[src/rtl/flash_evt_pkg.sv]
package flash_evt_pkg;
  localparam int EVT_N   = 8;
  localparam int ADDR_W  = 3;
  localparam int DATA_W  = 32;
  localparam int LVL_W   = 5;
  localparam int RXL_LSB = 8;

  typedef enum logic [ADDR_W-1:0] {
    RG_MASK  = 3'd0,
    RG_CLEAR = 3'd1,
    RG_PEND  = 3'd2,
    RG_RAW   = 3'd3,
    RG_FLAGS = 3'd4,
    RG_LEVEL = 3'd5,
    RG_RCV   = 3'd6,
    RG_NONE  = 3'd7
  } reg_sel_e;
endpackage

[src/rtl/evt_bank.sv]
module evt_bank #(
  parameter int             N        = 8,
  parameter logic [N-1:0]   MASK_RST = '1
) (
  input  logic         clk,
  input  logic         rst,
  input  logic [N-1:0] evt_i,
  input  logic         mask_we,
  input  logic [N-1:0] mask_wdata,
  input  logic [N-1:0] clr_i,
  output logic [N-1:0] raw_o,
  output logic [N-1:0] mask_o,
  output logic [N-1:0] pend_o,
  output logic         irq_o
);
  logic [N-1:0] raw_q;
  logic [N-1:0] mask_q;
  logic         irq_q;

  for (genvar g = 0; g < N; g++) begin : g_bit
    always_ff @(posedge clk) begin
      if (rst)               raw_q[g] <= 1'b0;
      else if (evt_i[g])     raw_q[g] <= 1'b1;
      else if (clr_i[g])     raw_q[g] <= 1'b0;
    end
    always_ff @(posedge clk) begin
      if (rst)          mask_q[g] <= MASK_RST[g];
      else if (mask_we) mask_q[g] <= mask_wdata[g];
    end
  end

  assign pend_o = raw_q & ~mask_q;

  always_ff @(posedge clk) begin
    if (rst) irq_q <= 1'b0;
    else     irq_q <= |pend_o;
  end

  assign raw_o  = raw_q;
  assign mask_o = mask_q;
  assign irq_o  = irq_q;

  AST_EVT_CAPTURE: assert property (@(posedge clk) disable iff (rst)
    1'b1 |=> ((raw_q & $past(evt_i)) == $past(evt_i)));
  AST_RAW_STICKY: assert property (@(posedge clk) disable iff (rst)
    1'b1 |=> ((raw_q & $past(raw_q & ~clr_i)) == $past(raw_q & ~clr_i)));
  AST_CLEAR_EFFECT: assert property (@(posedge clk) disable iff (rst)
    1'b1 |=> ((raw_q & $past(clr_i & ~evt_i)) == '0));
  AST_IRQ_QUIET: assert property (@(posedge clk) disable iff (rst)
    (pend_o == '0) |=> !irq_o);
  AST_IRQ_RAISE: assert property (@(posedge clk) disable iff (rst)
    (pend_o != '0) |=> irq_o);
endmodule

[src/rtl/rcv_ctrl.sv]
module rcv_ctrl (
  input  logic clk,
  input  logic rst,
  input  logic start_i,
  input  logic done_i,
  output logic busy_o
);
  logic busy_q;

  always_ff @(posedge clk) begin
    if (rst)                   busy_q <= 1'b0;
    else if (busy_q && done_i) busy_q <= 1'b0;
    else if (start_i)          busy_q <= 1'b1;
  end

  assign busy_o = busy_q;

  AST_RCV_HOLD: assert property (@(posedge clk) disable iff (rst)
    (busy_q && !done_i) |=> busy_q);
  AST_RCV_RELEASE: assert property (@(posedge clk) disable iff (rst)
    (busy_q && done_i) |=> !busy_q);
  AST_RCV_START: assert property (@(posedge clk) disable iff (rst)
    (!busy_q && start_i) |=> busy_q);
endmodule

[src/rtl/level_regs.sv]
module level_regs #(
  parameter int W = 5
) (
  input  logic         clk,
  input  logic         rst,
  input  logic         we,
  input  logic [W-1:0] tx_wdata,
  input  logic [W-1:0] rx_wdata,
  output logic [W-1:0] tx_o,
  output logic [W-1:0] rx_o
);
  always_ff @(posedge clk) begin
    if (rst) begin
      tx_o <= '0;
      rx_o <= '0;
    end else if (we) begin
      tx_o <= tx_wdata;
      rx_o <= rx_wdata;
    end
  end

  AST_LEVEL_HOLD: assert property (@(posedge clk) disable iff (rst)
    !we |=> ($stable(tx_o) && $stable(rx_o)));
endmodule

[src/rtl/flash_evt_unit.sv]
module flash_evt_unit
  import flash_evt_pkg::*;
#(
  parameter int                 NEVT     = EVT_N,
  parameter int                 AW       = ADDR_W,
  parameter int                 DW       = DATA_W,
  parameter int                 LW       = LVL_W,
  parameter int                 RX_LSB   = RXL_LSB,
  parameter logic [NEVT-1:0]    MASK_RST = '1
) (
  input  logic            clk,
  input  logic            rst,
  input  logic            reg_we,
  input  logic [AW-1:0]   reg_addr,
  input  logic [DW-1:0]   reg_wdata,
  output logic [DW-1:0]   reg_rdata,
  input  logic [NEVT-1:0] evt_pulse,
  input  logic            txf_full,
  input  logic            txf_empty,
  input  logic            rxf_empty,
  input  logic            rxf_full,
  input  logic            rcv_done,
  output logic            rcv_req,
  output logic [LW-1:0]   tx_level,
  output logic [LW-1:0]   rx_level,
  output logic            irq
);
  localparam int RX_MSB = RX_LSB + LW - 1;

  logic            wr_mask, wr_clear, wr_level, wr_rcv;
  logic [NEVT-1:0] clr_vec;
  logic [NEVT-1:0] raw_w, mask_w, pend_w;
  logic            busy_w;
  logic [DW-1:0]   rd_mux;
  logic [DW-1:0]   rdata_q;

  assign wr_mask  = reg_we && (reg_addr == RG_MASK);
  assign wr_clear = reg_we && (reg_addr == RG_CLEAR);
  assign wr_level = reg_we && (reg_addr == RG_LEVEL);
  assign wr_rcv   = reg_we && (reg_addr == RG_RCV) && reg_wdata[0];
  assign clr_vec  = wr_clear ? reg_wdata[NEVT-1:0] : '0;

  evt_bank #(.N(NEVT), .MASK_RST(MASK_RST)) u_evt (
    .clk        (clk),
    .rst        (rst),
    .evt_i      (evt_pulse),
    .mask_we    (wr_mask),
    .mask_wdata (reg_wdata[NEVT-1:0]),
    .clr_i      (clr_vec),
    .raw_o      (raw_w),
    .mask_o     (mask_w),
    .pend_o     (pend_w),
    .irq_o      (irq)
  );

  rcv_ctrl u_rcv (
    .clk     (clk),
    .rst     (rst),
    .start_i (wr_rcv),
    .done_i  (rcv_done),
    .busy_o  (busy_w)
  );

  level_regs #(.W(LW)) u_lvl (
    .clk      (clk),
    .rst      (rst),
    .we       (wr_level),
    .tx_wdata (reg_wdata[LW-1:0]),
    .rx_wdata (reg_wdata[RX_MSB:RX_LSB]),
    .tx_o     (tx_level),
    .rx_o     (rx_level)
  );

  assign rcv_req = busy_w;

  always_comb begin
    rd_mux = '0;
    unique case (reg_addr)
      RG_MASK:  rd_mux[NEVT-1:0] = mask_w;
      RG_PEND:  rd_mux[NEVT-1:0] = pend_w;
      RG_RAW:   rd_mux[NEVT-1:0] = raw_w;
      RG_FLAGS: rd_mux[3:0] = {rxf_full, rxf_empty, txf_empty, txf_full};
      RG_LEVEL: begin
        rd_mux[LW-1:0]        = tx_level;
        rd_mux[RX_MSB:RX_LSB] = rx_level;
      end
      RG_RCV:   rd_mux[0] = busy_w;
      default:  rd_mux = '0;
    endcase
  end

  always_ff @(posedge clk) begin
    if (rst) rdata_q <= '0;
    else     rdata_q <= rd_mux;
  end
  assign reg_rdata = rdata_q;

  logic unused_wdata;
  assign unused_wdata = ^{reg_wdata[DW-1:RX_MSB+1], reg_wdata[RX_LSB-1:LW]};

  AST_RCV_KEEPS_MASK: assert property (@(posedge clk) disable iff (rst)
    (busy_w && !wr_mask) |=> $stable(mask_w));
  AST_RCV_KEEPS_RAW: assert property (@(posedge clk) disable iff (rst)
    (busy_w && !wr_clear && evt_pulse == '0) |=> $stable(raw_w));
  AST_REQ_ONLY_BY_WRITE: assert property (@(posedge clk) disable iff (rst)
    (!busy_w && !wr_rcv) |=> !rcv_req);
endmodule

[config.mk]
export PLATFORM = sky130hd
export DESIGN_NAME = flash_evt_unit
export DESIGN_NICKNAME = d
export VERILOG_FILES = /design/src/rtl/flash_evt_pkg.sv /design/src/rtl/evt_bank.sv /design/src/rtl/rcv_ctrl.sv /design/src/rtl/level_regs.sv /design/src/rtl/flash_evt_unit.sv
export SDC_FILE = /design/constraint.sdc
export NUM_CORES = 1
export LEC_CHECK = 0
export ABC_AREA = 1
export BUFFER_PORTS_ARGS = -buffer_cell sky130_fd_sc_hd__buf_2
export CELL_PAD_IN_SITES_DETAIL_PLACEMENT = 1
export CELL_PAD_IN_SITES_GLOBAL_PLACEMENT = 1
export CORE_MARGIN = 3
export CORE_UTILIZATION = 28
export DETAILED_ROUTE_END_ITERATION = 7
export PLACE_DENSITY = 0.78
export SLEW_MARGIN = 10
export SYNTH_ARGS = -nofsm -noshare
export SYNTH_HDL_FRONTEND = slang
export SYNTH_SLANG_ARGS = --single-unit
[constraint.sdc]
create_clock -name clk -period 0.9 [get_ports clk]
set_input_delay 0.045 -clock clk [delete_from_list [all_inputs] [get_ports clk]]
set_output_delay 0.045 -clock clk [all_outputs]
set_load 0.01 [all_outputs]
==> metrics.md <==
| Metric | Value |
|---|---|
| Post-DP Area | 2450 um2 |
| Layout Nets | 404 |
| Critical path required time | 1.09 ns |
| Synth warnings | 0 |
| Placed cell count | 423 |
| Overflow after GRT | 0 |
| CP arrival | 1.09 ns |
| Crit start category | register |
| H-tree levels | 2 |
| Vias in the first global route | 2018 |
| Final-layout fill cell count | 813 |
| Hold Vio Cnt, Final | 0 |
| Routed wire per std cell | 12.7 um |
| P per Cell Area | 1370 nW/um2 |
| CTS Buffer Depth | 2 |
| Sequential share of the synthesized area | 41.8% |
| Critical path class | reg -> reg |
| Setup violations, final | 0 |
| RSZ-0062 raised after global routing | yes |
| Placer congestion estimate | 0.804 |
| Final worst slack | 0.00528 ns |
| Total Power | 3.81 mW |
| Syn Inst Count | 257 |
| Drt first pass iters | 4 |
| # port buffers | 56 |
| # rows | 29 |
| Static Leak | 1.39 nW |
| Period utilization | 99.4% |
| Die X | 89.7 um |
| Top post-synthesis cells by area | dfxtp_1, nand2_1, buf_4 |
| Status | finished, final reports clean |
| Core area | 6570 um2 |
| DRC | 0 |
| Post-DP HPWL | 4.29 mm |
| Maxcap violations | 0 |
| VDD IR max | 572 uV |
| Flops & latches, synth | 41 |
| Layout Skew | 0.00343 ns |
| Max Freq | 1.12 GHz |
| P&R area growth vs syn | 41.5% |
| Synth cell types | 27 |
| Yosys top cell area share | 41.8% |
| Initial Util | 29.9% |
| Clock Pin Slew Worst Setup and Hold Paths | 0.09 ns |
| Sum of negative setup slack | 0 ns |
| Fin Hold WS | 0.00635 ns |
| Core Util, Final | 42.3% |
| Cell taking the most area after synthesis | dfxtp_1 |
| CTS tree | done |
| Place WS | -0.0966 ns |
| Diodes inserted | 0 |
| Num Clock Sinks | 41 |
| DR vias/cell | 4.17 |
| Die height | 89.7 um |
| Total wire length | 5.67 mm |
| Largest family of logic cells by synthesized area | simple AND/OR/NAND/NOR gates |
| Root buf cell | clkbuf_8 |
| Xor and xnor area share after synthesis | 0% |
| Min cycle time layout | 0.895 ns |
| First-pass GRT wire length | 9.37 mm |
| Largest net degree at the start of global routing | 20 |
| Mux contribution to synthesized area | 0% |
| CP max FO | 3 |
| CTS buffer count | 5 |
| CP Capture Type | register |
| Initial antenna violation count | 0 |
| I/O pin cnt | 95 |
| Post-synth design cell area | 1960 um2 |
| DR iter-0 viols | 48 |
| GRT Util Overall | 14.2% |
| Routed Antenna Nets | 0 |
| Worst min path class | in -> reg |
| Post-Layout Cell Count | 447 |
| Post-synthesis compound-gate area fraction | 14.0% |
| Synth Area in Adders | 0% |
| Slew Viols, Final | 0 |
| DIE AREA | 8050 um2 |
| Simple-Gate Fraction of Synth Area | 27.2% |
| Worst-Skew Late Latency | 0.30 ns |
| Fraction of layout instances using a drive strength above 1 | 42.9% |
| Syn avg cell area | 7.64 um2 |
| Vias after detailed routing | 1863 |
| Final instance area | 2780 um2 |
## power breakdown
part	internal [mW]	total, mW	switching [mW]
Sequential	1.89	1.93	0.0428
Combinational	0.272	0.605	0.333
Clock	0.565	1.27	0.708
## path summary, 6_finish.rpt
path,start,to,slack [ns],cells past startpoint
worst max-delay path,u_evt.mask_o[2],reg_rdata[2],0.005,5
worst min-delay path,reg_wdata[2],u_evt.mask_o[2],0.006,3
worst max register to register,u_evt.mask_o[2],reg_rdata[2],0.005,5
worst min register to register,u_lvl.rx_o[3],reg_rdata[11],0.46,2
## repair_timing
| item | 4_1_cts | 5_1_grt |
|---|---|---|
| buffers inserted | 0 | 0 |
| gates resized for setup | 5 | 29 |
| hold buffers | 16 | 0 |
| endpoints found under the hold margin | 16 | 0 |
| pin swaps | 0 | 4 |
| setup endpoints to repair | 4 | 16 |
## worst max-delay path: stages, from the launching register on
cell	delay (ns)
dfxtp_2	0.34
inv_2	0.04
o211ai_1	0.18
nand2_1	0.10
nor2_2	0.09
nor2_1	0.04
## synth_stat cells (all sizes together)
master,n
dfxtp,41
conb,1
nand3,13
nor3,2
nand2,70
a21oi,25
buf,24
inv,31
o21ai,5
o211ai,11
nand4,3
clkinv,2
clkbuf,2
nor2,27
## layout make-up
type	instances	area (um2)	share of cell area [%]
Timing Repair Buffer	97	666	24.0
Multi-Input combinational cell	175	927	33.4
Sequential cell	41	845	30.4
Inverter	33	130	4.68
Tap cell	93	116	4.19
Clock inverter	3	25.0	0.901
Clock buffer	5	68.8	2.48
## state kept, by name (all words and copies together), names as in the netlist
register	cells
u_lvl.rx_o	5
reg_rdata	13
u_rcv.busy_o	1
u_lvl.tx_o	5
u_evt.irq_o	1
u_evt.mask_o	8
u_evt.raw_o	8
## kinds of logic (layout without fill, tap and decap cells)
| group | Yosys count | in the layout |
|---|---|---|
| DFF | 41 | 41 |
| buffers and inverters | 59 | 138 |
| AOI/OAI and AO/OA | 41 | 41 |
| other | 1 | 19 |
| and+or+nand+nor | 115 | 115 |
## metal layers
| layer | routed length (um) | part of all wire, % | track usage [%] | up-vias |
|---|---|---|---|---|
| li1 | - | - | - | 963 |
| met1 | 2530 | 45 | 17.5 | 838 |
| met2 | 2790 | 49 | 24.5 | 56 |
| met3 | 291 | 5.1 | 3.76 | 6 |
| met4 | 61 | 1.1 | 3.96 | 0 |
| met5 | 0 | 0 | 0 | - |
## placed cells by master (no fill, tap or decap)
master / n
dfxtp_1: 22
nor3_2: 1
o211ai_1: 10
nor2_4: 4
clkinv_2: 1
clkinv_1: 1
buf_12: 3
nand3_1: 10
nor3_1: 1
inv_1: 26
o21ai_0: 5
dfxtp_2: 19
a21oi_2: 11
nor2_1: 18
nand2_2: 11
buf_4: 22
clkinvlp_4: 1
o211ai_2: 1
inv_6: 3
nand2_1: 57
inv_2: 4
buf_2: 56
nor2_8: 1
nor2_2: 4
dlygate4sd3_1: 16
conb_1: 19
nand4_1: 3
a21oi_1: 14
clkbuf_8: 5
nand3_2: 3
nand2_4: 2
No activity file was read; power rests on OpenSTA's default activity.
